[src/rtl/dbuf_pwm_pkg.sv]
package dbuf_pwm_pkg;

    localparam int ADDR_W = 2;

    localparam logic [ADDR_W-1:0] ADDR_DUTY = 2'd0;
    localparam logic [ADDR_W-1:0] ADDR_PER  = 2'd1;
    localparam logic [ADDR_W-1:0] ADDR_CTRL = 2'd2;

    localparam int CTRL_EN_BIT  = 0;
    localparam int CTRL_CLR_BIT = 1;

    typedef enum logic [1:0] {
        ST_QUIET  = 2'd0,
        ST_WAIT   = 2'd1,
        ST_ACTIVE = 2'd2
    } pwm_state_e;

endpackage

[src/rtl/dbuf_pwm_regs.sv]
module dbuf_pwm_regs
    import dbuf_pwm_pkg::*;
#(
    parameter int DATA_W     = 8,
    parameter int RST_PERIOD = 255
) (
    input  logic              clk,
    input  logic              rst_n,
    input  logic              wr_en,
    input  logic [ADDR_W-1:0] wr_addr,
    input  logic [DATA_W-1:0] wr_data,
    input  logic              frame_end,
    output logic [DATA_W-1:0] duty_act,
    output logic [DATA_W-1:0] per_act,
    output logic              pending,
    output logic              irq_flag,
    output logic              irq_en
);

    localparam logic [DATA_W-1:0] PER_INIT = DATA_W'(RST_PERIOD);

    logic [DATA_W-1:0] duty_sh;
    logic [DATA_W-1:0] per_sh;
    logic wr_duty, wr_per, wr_ctrl, clr_req;

    assign wr_duty = wr_en && (wr_addr == ADDR_DUTY);
    assign wr_per  = wr_en && (wr_addr == ADDR_PER);
    assign wr_ctrl = wr_en && (wr_addr == ADDR_CTRL);
    assign clr_req = wr_ctrl && wr_data[CTRL_CLR_BIT];

    always_ff @(posedge clk) begin
        if (!rst_n) begin
            duty_sh  <= '0;
            duty_act <= '0;
            per_sh   <= PER_INIT;
            per_act  <= PER_INIT;
            pending  <= 1'b0;
            irq_flag <= 1'b0;
            irq_en   <= 1'b0;
        end else begin
            if (wr_duty) duty_sh <= wr_data;
            if (wr_per)  per_sh  <= wr_data;
            if (frame_end) begin
                duty_act <= duty_sh;
                per_act  <= per_sh;
            end
            if (wr_duty || wr_per) pending <= 1'b1;
            else if (frame_end)    pending <= 1'b0;
            if (wr_ctrl) irq_en <= wr_data[CTRL_EN_BIT];
            if (frame_end)    irq_flag <= 1'b1;
            else if (clr_req) irq_flag <= 1'b0;
        end
    end


    commit_duty_chk: assert property (@(posedge clk) disable iff (!rst_n)
        frame_end |=> duty_act == $past(duty_sh));


    hold_duty_chk: assert property (@(posedge clk) disable iff (!rst_n)
        !frame_end |=> $stable(duty_act));


    hold_per_chk: assert property (@(posedge clk) disable iff (!rst_n)
        !frame_end |=> $stable(per_act));


    pend_clr_chk: assert property (@(posedge clk) disable iff (!rst_n)
        (frame_end && !wr_duty && !wr_per) |=> !pending);


    flag_sticky_chk: assert property (@(posedge clk) disable iff (!rst_n)
        (irq_flag && !clr_req) |=> irq_flag);

endmodule

[src/rtl/dbuf_pwm_core.sv]
module dbuf_pwm_core
    import dbuf_pwm_pkg::*;
#(
    parameter int DATA_W = 8
) (
    input  logic              clk,
    input  logic              rst_n,
    input  logic [DATA_W-1:0] per_act,
    input  logic [DATA_W-1:0] duty_act,
    output logic              frame_end,
    output logic              pwm_out
);

    logic [DATA_W-1:0] cnt_q;
    logic              hit;
    pwm_state_e        state_q, state_d;

    assign frame_end = (cnt_q == per_act);
    assign hit       = (cnt_q == duty_act);

    always_ff @(posedge clk) begin
        if (!rst_n)         cnt_q <= '0;
        else if (frame_end) cnt_q <= '0;
        else                cnt_q <= cnt_q + 1'b1;
    end

    always_ff @(posedge clk) begin
        if (!rst_n) state_q <= ST_QUIET;
        else        state_q <= state_d;
    end

    always_comb begin
        state_d = state_q;
        unique case (state_q)
            ST_QUIET:  if (frame_end) state_d = ST_WAIT;
            ST_WAIT:   if (!frame_end && hit) state_d = ST_ACTIVE;
            ST_ACTIVE: if (frame_end) state_d = ST_WAIT;
            default:   state_d = ST_QUIET;
        endcase
    end

    always_comb begin
        pwm_out = 1'b0;
        unique case (state_q)
            ST_QUIET:  pwm_out = 1'b0;
            ST_WAIT:   pwm_out = hit;
            ST_ACTIVE: pwm_out = 1'b1;
            default:   pwm_out = 1'b0;
        endcase
    end


    wrap_to_zero_chk: assert property (@(posedge clk) disable iff (!rst_n)
        frame_end |=> cnt_q == '0);


    count_step_chk: assert property (@(posedge clk) disable iff (!rst_n)
        !frame_end |=> cnt_q == $past(cnt_q) + 1'b1);


    quiet_low_chk: assert property (@(posedge clk) disable iff (!rst_n)
        state_q == ST_QUIET |-> !pwm_out);


    hold_active_chk: assert property (@(posedge clk) disable iff (!rst_n)
        (pwm_out && !frame_end) |=> pwm_out);

endmodule

[src/rtl/dbuf_pwm.sv]
module dbuf_pwm
    import dbuf_pwm_pkg::*;
#(
    parameter int DATA_W     = 8,
    parameter int RST_PERIOD = 255
) (
    input  logic              clk,
    input  logic              rst_n,
    input  logic              wr_en,
    input  logic [1:0]        wr_addr,
    input  logic [DATA_W-1:0] wr_data,
    output logic              pwm_out,
    output logic              frame_evt,
    output logic              irq,
    output logic              upd_pending
);

    logic [DATA_W-1:0] duty_act;
    logic [DATA_W-1:0] per_act;
    logic              frame_end;
    logic              irq_flag;
    logic              irq_en;

    dbuf_pwm_regs #(
        .DATA_W     (DATA_W),
        .RST_PERIOD (RST_PERIOD)
    ) u_regs (
        .clk       (clk),
        .rst_n     (rst_n),
        .wr_en     (wr_en),
        .wr_addr   (wr_addr),
        .wr_data   (wr_data),
        .frame_end (frame_end),
        .duty_act  (duty_act),
        .per_act   (per_act),
        .pending   (upd_pending),
        .irq_flag  (irq_flag),
        .irq_en    (irq_en)
    );

    dbuf_pwm_core #(
        .DATA_W (DATA_W)
    ) u_core (
        .clk       (clk),
        .rst_n     (rst_n),
        .per_act   (per_act),
        .duty_act  (duty_act),
        .frame_end (frame_end),
        .pwm_out   (pwm_out)
    );

    assign frame_evt = frame_end;
    assign irq       = irq_flag && irq_en;


    irq_gate_chk: assert property (@(posedge clk) disable iff (!rst_n)
        irq |-> (irq_en && irq_flag));

endmodule

[config.mk]
export PLATFORM = sky130hd
export DESIGN_NAME = dbuf_pwm
export DESIGN_NICKNAME = d
export VERILOG_FILES = /design/src/rtl/dbuf_pwm_pkg.sv /design/src/rtl/dbuf_pwm_regs.sv /design/src/rtl/dbuf_pwm_core.sv /design/src/rtl/dbuf_pwm.sv
export SDC_FILE = /design/constraint.sdc
export NUM_CORES = 1
export LEC_CHECK = 0
export BUFFER_PORTS_ARGS = -buffer_cell sky130_fd_sc_hd__buf_2
export CAP_MARGIN = 20
export CORE_UTILIZATION = 55
export CTS_CLUSTER_DIAMETER = 80
export DETAILED_ROUTE_END_ITERATION = 12
export GPL_TIMING_DRIVEN = 0
export PLACE_DENSITY = 0.82
export SYNTH_ARGS = -nofsm -noshare
export SYNTH_HDL_FRONTEND = slang
export SYNTH_SLANG_ARGS = --single-unit
[constraint.sdc]
create_clock -name clk -period 2.22 [get_ports clk]
set_input_delay 0.222 -clock clk [delete_from_list [all_inputs] [get_ports clk]]
set_output_delay 0.222 -clock clk [all_outputs]
set_load 0.01 [all_outputs]
# Yosys cells after proc, flatten, opt, wreduce, memory -nomap -nowiden
# Index checks and enable logic that the tools add are counted.
[totals]
ff_bits = 45
latch_bits = 0
ramBits = 0
romBits = 0
input_bits = 13
output_inout_bits = 4
word_cells = 42
n_memories = 0
[op_classes]
n_addsub = 1
mul = 0
div_mod_pow = 0
n_lt_le_gt_ge = 0
n_eq_ne = 8
n_shift = 0
muxes = 8
bitwise_logic = 1
n_reduce_logical = 15
[op_table]
columns = ["cell", "n"]
rows = [
  ["8-bit equality test", 2],
  ["8-bit by 1-bit adder with 8-bit output (second input constant)", 1],
  ["1-bit logical AND", 6],
  ["2-bit by 1-bit equality test with 1-bit output (second input constant)", 2],
  ["2-bit equality test (second input constant)", 2],
  ["2-bit zero test", 2],
  ["1-bit two-way mux", 4],
  ["2-bit two-way mux", 2],
  ["2-bit by 1-bit != test with 1-bit output (second input constant)", 2],
  ["2-bit case mux with 2 select lines", 1],
  ["2-bit nonzero test", 2],
  ["2-bit OR reduction", 2],
  ["1-bit case mux with 2 select lines", 1],
  ["2-bit AND reduction", 1],
  ["1-bit zero test", 1],
  ["1-bit logical OR", 1],
  ["1-bit NOT", 1],
]

# Longest topological paths before layout
[depth]
depth_word = 5
mapped_depth = 8
mapped_depth_nobuf = 6

# Modules after synthesis
# From an unflattened synthesis, not the netlist that was laid out.
[unflattened]
hier_cells = 216
hier_area_um2 = 2100.8
[modules_own_cells]
columns = ["mod", "n_inst", "cells_each", "area_each_um2", "seq_area_each_um2"]
rows = [
  ["dbuf_pwm_regs", 1, 138, 1406.3, 700.7],
  ["dbuf_pwm_core", 1, 77, 688.2, 200.2],
  ["dbuf_pwm", 1, 1, 6.3, 0.0],
]

# Least setup slack after synthesis
# Ideal clock, no wire load.
[synth_timing]
path_type = "reg2reg"
from = "register u_core.cnt_q[5]"
to = "register u_regs.per_act[0]"
t_arrival_ns = 1.501
required_ns = 2.091
path_slack_ns = 0.590
path_stages_with_launch = 9
synth_period_minus_slack_ns = 1.630
cell_sequence = "dfxtp_1 -> buf_6 -> xor2_1 -> nor4_2 -> and2_1 -> buf_4 -> buf_4 -> mux2i_1 -> nand2_1"
[synth_between]
elab_chain_cells = 1
[synth_lines]
columns = ["item", "line", "text"]
rows = [
  ["start, declared", "dbuf_pwm_core.sv:14", "logic [DATA_W-1:0] cnt_q;"],
  ["start signal, assigned", "dbuf_pwm_core.sv:24", "else cnt_q <= cnt_q + 1'b1;"],
  ["8-bit equality test", "dbuf_pwm_core.sv:18", "assign frame_end = (cnt_q == per_act);"],
  ["via frame_evt", "dbuf_pwm.sv:13", "output logic frame_evt,"],
  ["end signal, assigned", "dbuf_pwm_regs.sv:45", "per_act <= per_sh;"],
  ["end, declared", "dbuf_pwm_regs.sv:14", "output logic [DATA_W-1:0] per_act,"],
]
# The timed path passes the listed nets, and every way through them passes these cells.
# A chain may end at the register's enable or synchronous reset.

# Worst setup path in the final report
[layout_timing]
from = "register u_core.cnt_q[7]"
to = "output port frame_evt"
[layout_between]
elab_chain_cells = 1
[layout_lines]
columns = ["item", "line"]
rows = [
  ["8-bit equality test", "dbuf_pwm_core.sv:18"],
  ["end, declared", "dbuf_pwm.sv:13"],
]
# Every way passes these cells.

==> flow_metrics.tcl <==
set metrics [dict create \
    outcome "complete, no violations" \
    drt_wl_total_um 3780 \
    p_comb_frac 0.063 \
    synth_enable_flop_cells 0 \
    drv_slew 0 \
    hpwl_um 2730 \
    cts_tree "built" \
    ys_ff_latch 45 \
    wire_per_inst_um 13.5 \
    met3_usage 0.0435 \
    clock_power_share 0.358 \
    ys_types 33 \
    clock-sinks 45 \
    timing.final.ws_setup_ns 0.0983 \
    fin_crit_sh 0.956 \
    grtUsageMet2 0.386 \
    grt_pass1_wl_um 6290 \
    worstPathMaxFanout 15 \
    intPower_w 0.00110 \
    die-area_um2 3830 \
    design.core.area_um2 3390 \
    cts_root_buf "clkbuf_4" \
    globalRoute.busiestLayer "met2" \
    p_leak_nw 0.859 \
    ir_worst_vdd_uv 468 \
    cts_buffers 5 \
    syn_nets 229 \
    clock_skew_ns 0.0204 \
    slew_headroom 0.626 \
    path_clk_slew_ns 0.15 \
    rsz0062_at_grt "false" \
    maxCapViolations 0 \
    critPathCaptureType "output pin" \
    cts.htree.levels 2 \
    synthTopCellsByArea "dfxtp_1 (46%), mux2i_1 (13%), xor2_1 (5.8%)" \
    rows 21 \
    fmax_mhz 471 \
    place.gp.congestion 0.806 \
    post_synth.cell_area_avg_um2 9.38 \
    fin_tns_setup_ns 0 \
    start_util 0.581 \
    pre_cts_ws_ns 0.351 \
    clk_latency_ns 0.37 \
    setup_viol_count_final 0 \
    switching_power_w 0.000353 \
    yosysTopAreaCellShare 0.457 \
    grt_overflow_total 0 \
    grt_max_degree 16 \
    fill_cells 269 \
    start_kind "register" \
    drtIter0Drc 43 \
    postRouteAntennaNets 0 \
    fin_util 0.645 \
    syn_inst 210 \
    yosys_warnings 0 \
    synth_top_area_cell "dfxtp_1" \
    pwr-share-seq 0.579 \
    firstDrtPassIters 4 \
    io_buffers 16 \
    grt_pass1_vias 1417 \
    yosysMostFrequentCell "dfxtp_1" \
    layout-drive-gt1-share 0.150 \
    synthArstFlopShare 0 \
    num_antenna_cells 0 \
    seq_area_frac_synth 0.457 \
    num_io_pins 17 \
    final_nets 251 \
    holdWs_ns 0.0685 \
    use_met1 0.294 \
    hold_viol 0 \
    worst-slew-pin-transition_ns 0.560 \
    drt_drc_violations_left 0 \
    finalCriticalPeriod_ns 2.12 \
    p_per_area_nw_per_um2 667 \
    cts_buffer_depth 2 \
    grt_usage 0.230 \
    synthFlopType "dfxtp_1" \
    critPathRequiredTime_ns 2.00 \
    cp.arrival_ns 1.90 \
    swShare 0.243 \
    syn2layout_area_growth_pct 10.9 \
    viasPerCell 5.28 \
    vias 1472 \
    yosys-top-cells-count "dfxtp_1 (45), nor2_1 (30), mux2i_1 (25), nand2_1 (25), nand3_1 (15)" \
    antenna_found_initial 0 \
    syn_area_um2 1970 \
    min_path_type "in -> reg" \
    die-height_um 61.9 \
    die_width_um 61.9 \
    worstSetupPathType "reg -> out" \
]
==> cells in the final DEF, fill, tap and decap left out, types with 2 or more instances in the layout <==
cell type	count
dfxtp_1	43
nor2_1	30
nand2_1	25
mux2i_1	25
buf_2	18
nand3_1	15
xor2_1	13
xnor2_1	9
ha_1	6
clkbuf_4	5
inv_1	4
nand4_1	3
nand2b_1	3
clkbuf_1	3
and3_1	3
buf_6	2
nor4_1	2
and2_1	2
a21oi_1	2
dfxtp_2	2
==> worst paths after layout <==
| check | start | endpoint | slack [ns] | depth (start not counted) |
|---|---|---|---|---|
| setup / recovery | u_core.cnt_q[7]$_SDFF_PP0_ | frame_evt | 0.1 | 5 |
| hold / removal | wr_data[4] | u_regs.per_sh[4]$_SDFFE_PN1P_ | 0.07 | 3 |
| setup reg to reg | u_core.cnt_q[7]$_SDFF_PP0_ | u_core.state_q[0]$_SDFFE_PN0P_ | 0.27 | 7 |
| hold reg to reg | u_regs.per_sh[5]$_SDFFE_PN1P_ | u_regs.per_sh[5]$_SDFFE_PN1P_ | 0.48 | 2 |
==> registers in the layout, summed over array words and instances (netlist names) <==
register / count
u_core.cnt_q: 8
u_core.state_q: 2
u_regs.duty_act: 8
u_regs.duty_sh: 8
u_regs.irq_en: 1
u_regs.irq_flag: 1
u_regs.pending: 1
u_regs.per_act: 8
u_regs.per_sh: 8
==> cell type report <==
type | instances | area [um^2] | area share
buffer | 9 | 55.1 | 0.0252
clock buffer | 5 | 37.5 | 0.0172
clock inverter | 3 | 43.8 | 0.0200
inverter | 5 | 18.8 | 0.00859
multi-input combinational | 150 | 988 | 0.452
sequential | 45 | 903 | 0.414
tap | 46 | 57.6 | 0.0263
timing repair buffer | 16 | 80.1 | 0.0367
==> through the flow <==
step | instance area (um^2) | power, W | cells
global placement | 2110 | 0.000948 | 272
floorplan | 1970 | 0.000915 | 210
CTS | 2190 | 0.00146 | 280
global route | 2180 | 0.00151 | 279
detailed placement | 2110 | 0.000951 | 272
finish | 2180 | 0.00146 | 279
==> what timing repair did <==
action / 4_1_cts / 5_1_grt
buffers inserted: 0 / 0
hold buffers: 0 / 0
endpoints found under the setup margin: 0 / 1
hold endpoints to repair: 0 / 0
resized for setup: 0 / 2
==> routing by layer <==
layer	part of all wire	routed length, um
met5	0	0
met4	0.018	67
met3	0.031	119
met2	0.46	1760
met1	0.49	1840
==> logic make-up (layout without fill, tap and decap cells) <==
kind of cell             after synthesis  in the layout  share of synthesized area
AND/OR/NAND/NOR                       88             88                      0.203
flip-flops                            45             45                      0.457
multiplexers                          26             26                      0.133
XOR/XNOR                              22             22                     0.0978
buffers and inverters                 15             38                     0.0413
AO/OA/AOI/OAI                          8              8                     0.0298
adder cells (fa/ha/maj)                6              6                     0.0381
==> critical path, stage by stage (launching register included) <==
cell,delay [ns]
dfxtp_1,0.46
xor2_1,0.10
nor4_1,0.36
and2_1,0.18
buf_4,0.25
buf_2,0.18
==> power by group through the flow <==
| stage | logic, W | clock network, W | registers, W |
|---|---|---|---|
| after detailed placement | 0.0000908 | 0 | 0.000860 |
| after global routing | 0.000103 | 0.000557 | 0.000847 |
| after floorplan | 0.0000598 | 0 | 0.000856 |
| after global placement | 0.0000886 | 0 | 0.000859 |
| after CTS | 0.0000918 | 0.000523 | 0.000842 |
| final | 0.0000915 | 0.000522 | 0.000843 |
Note: power is estimated with default switching activity, not from simulation.
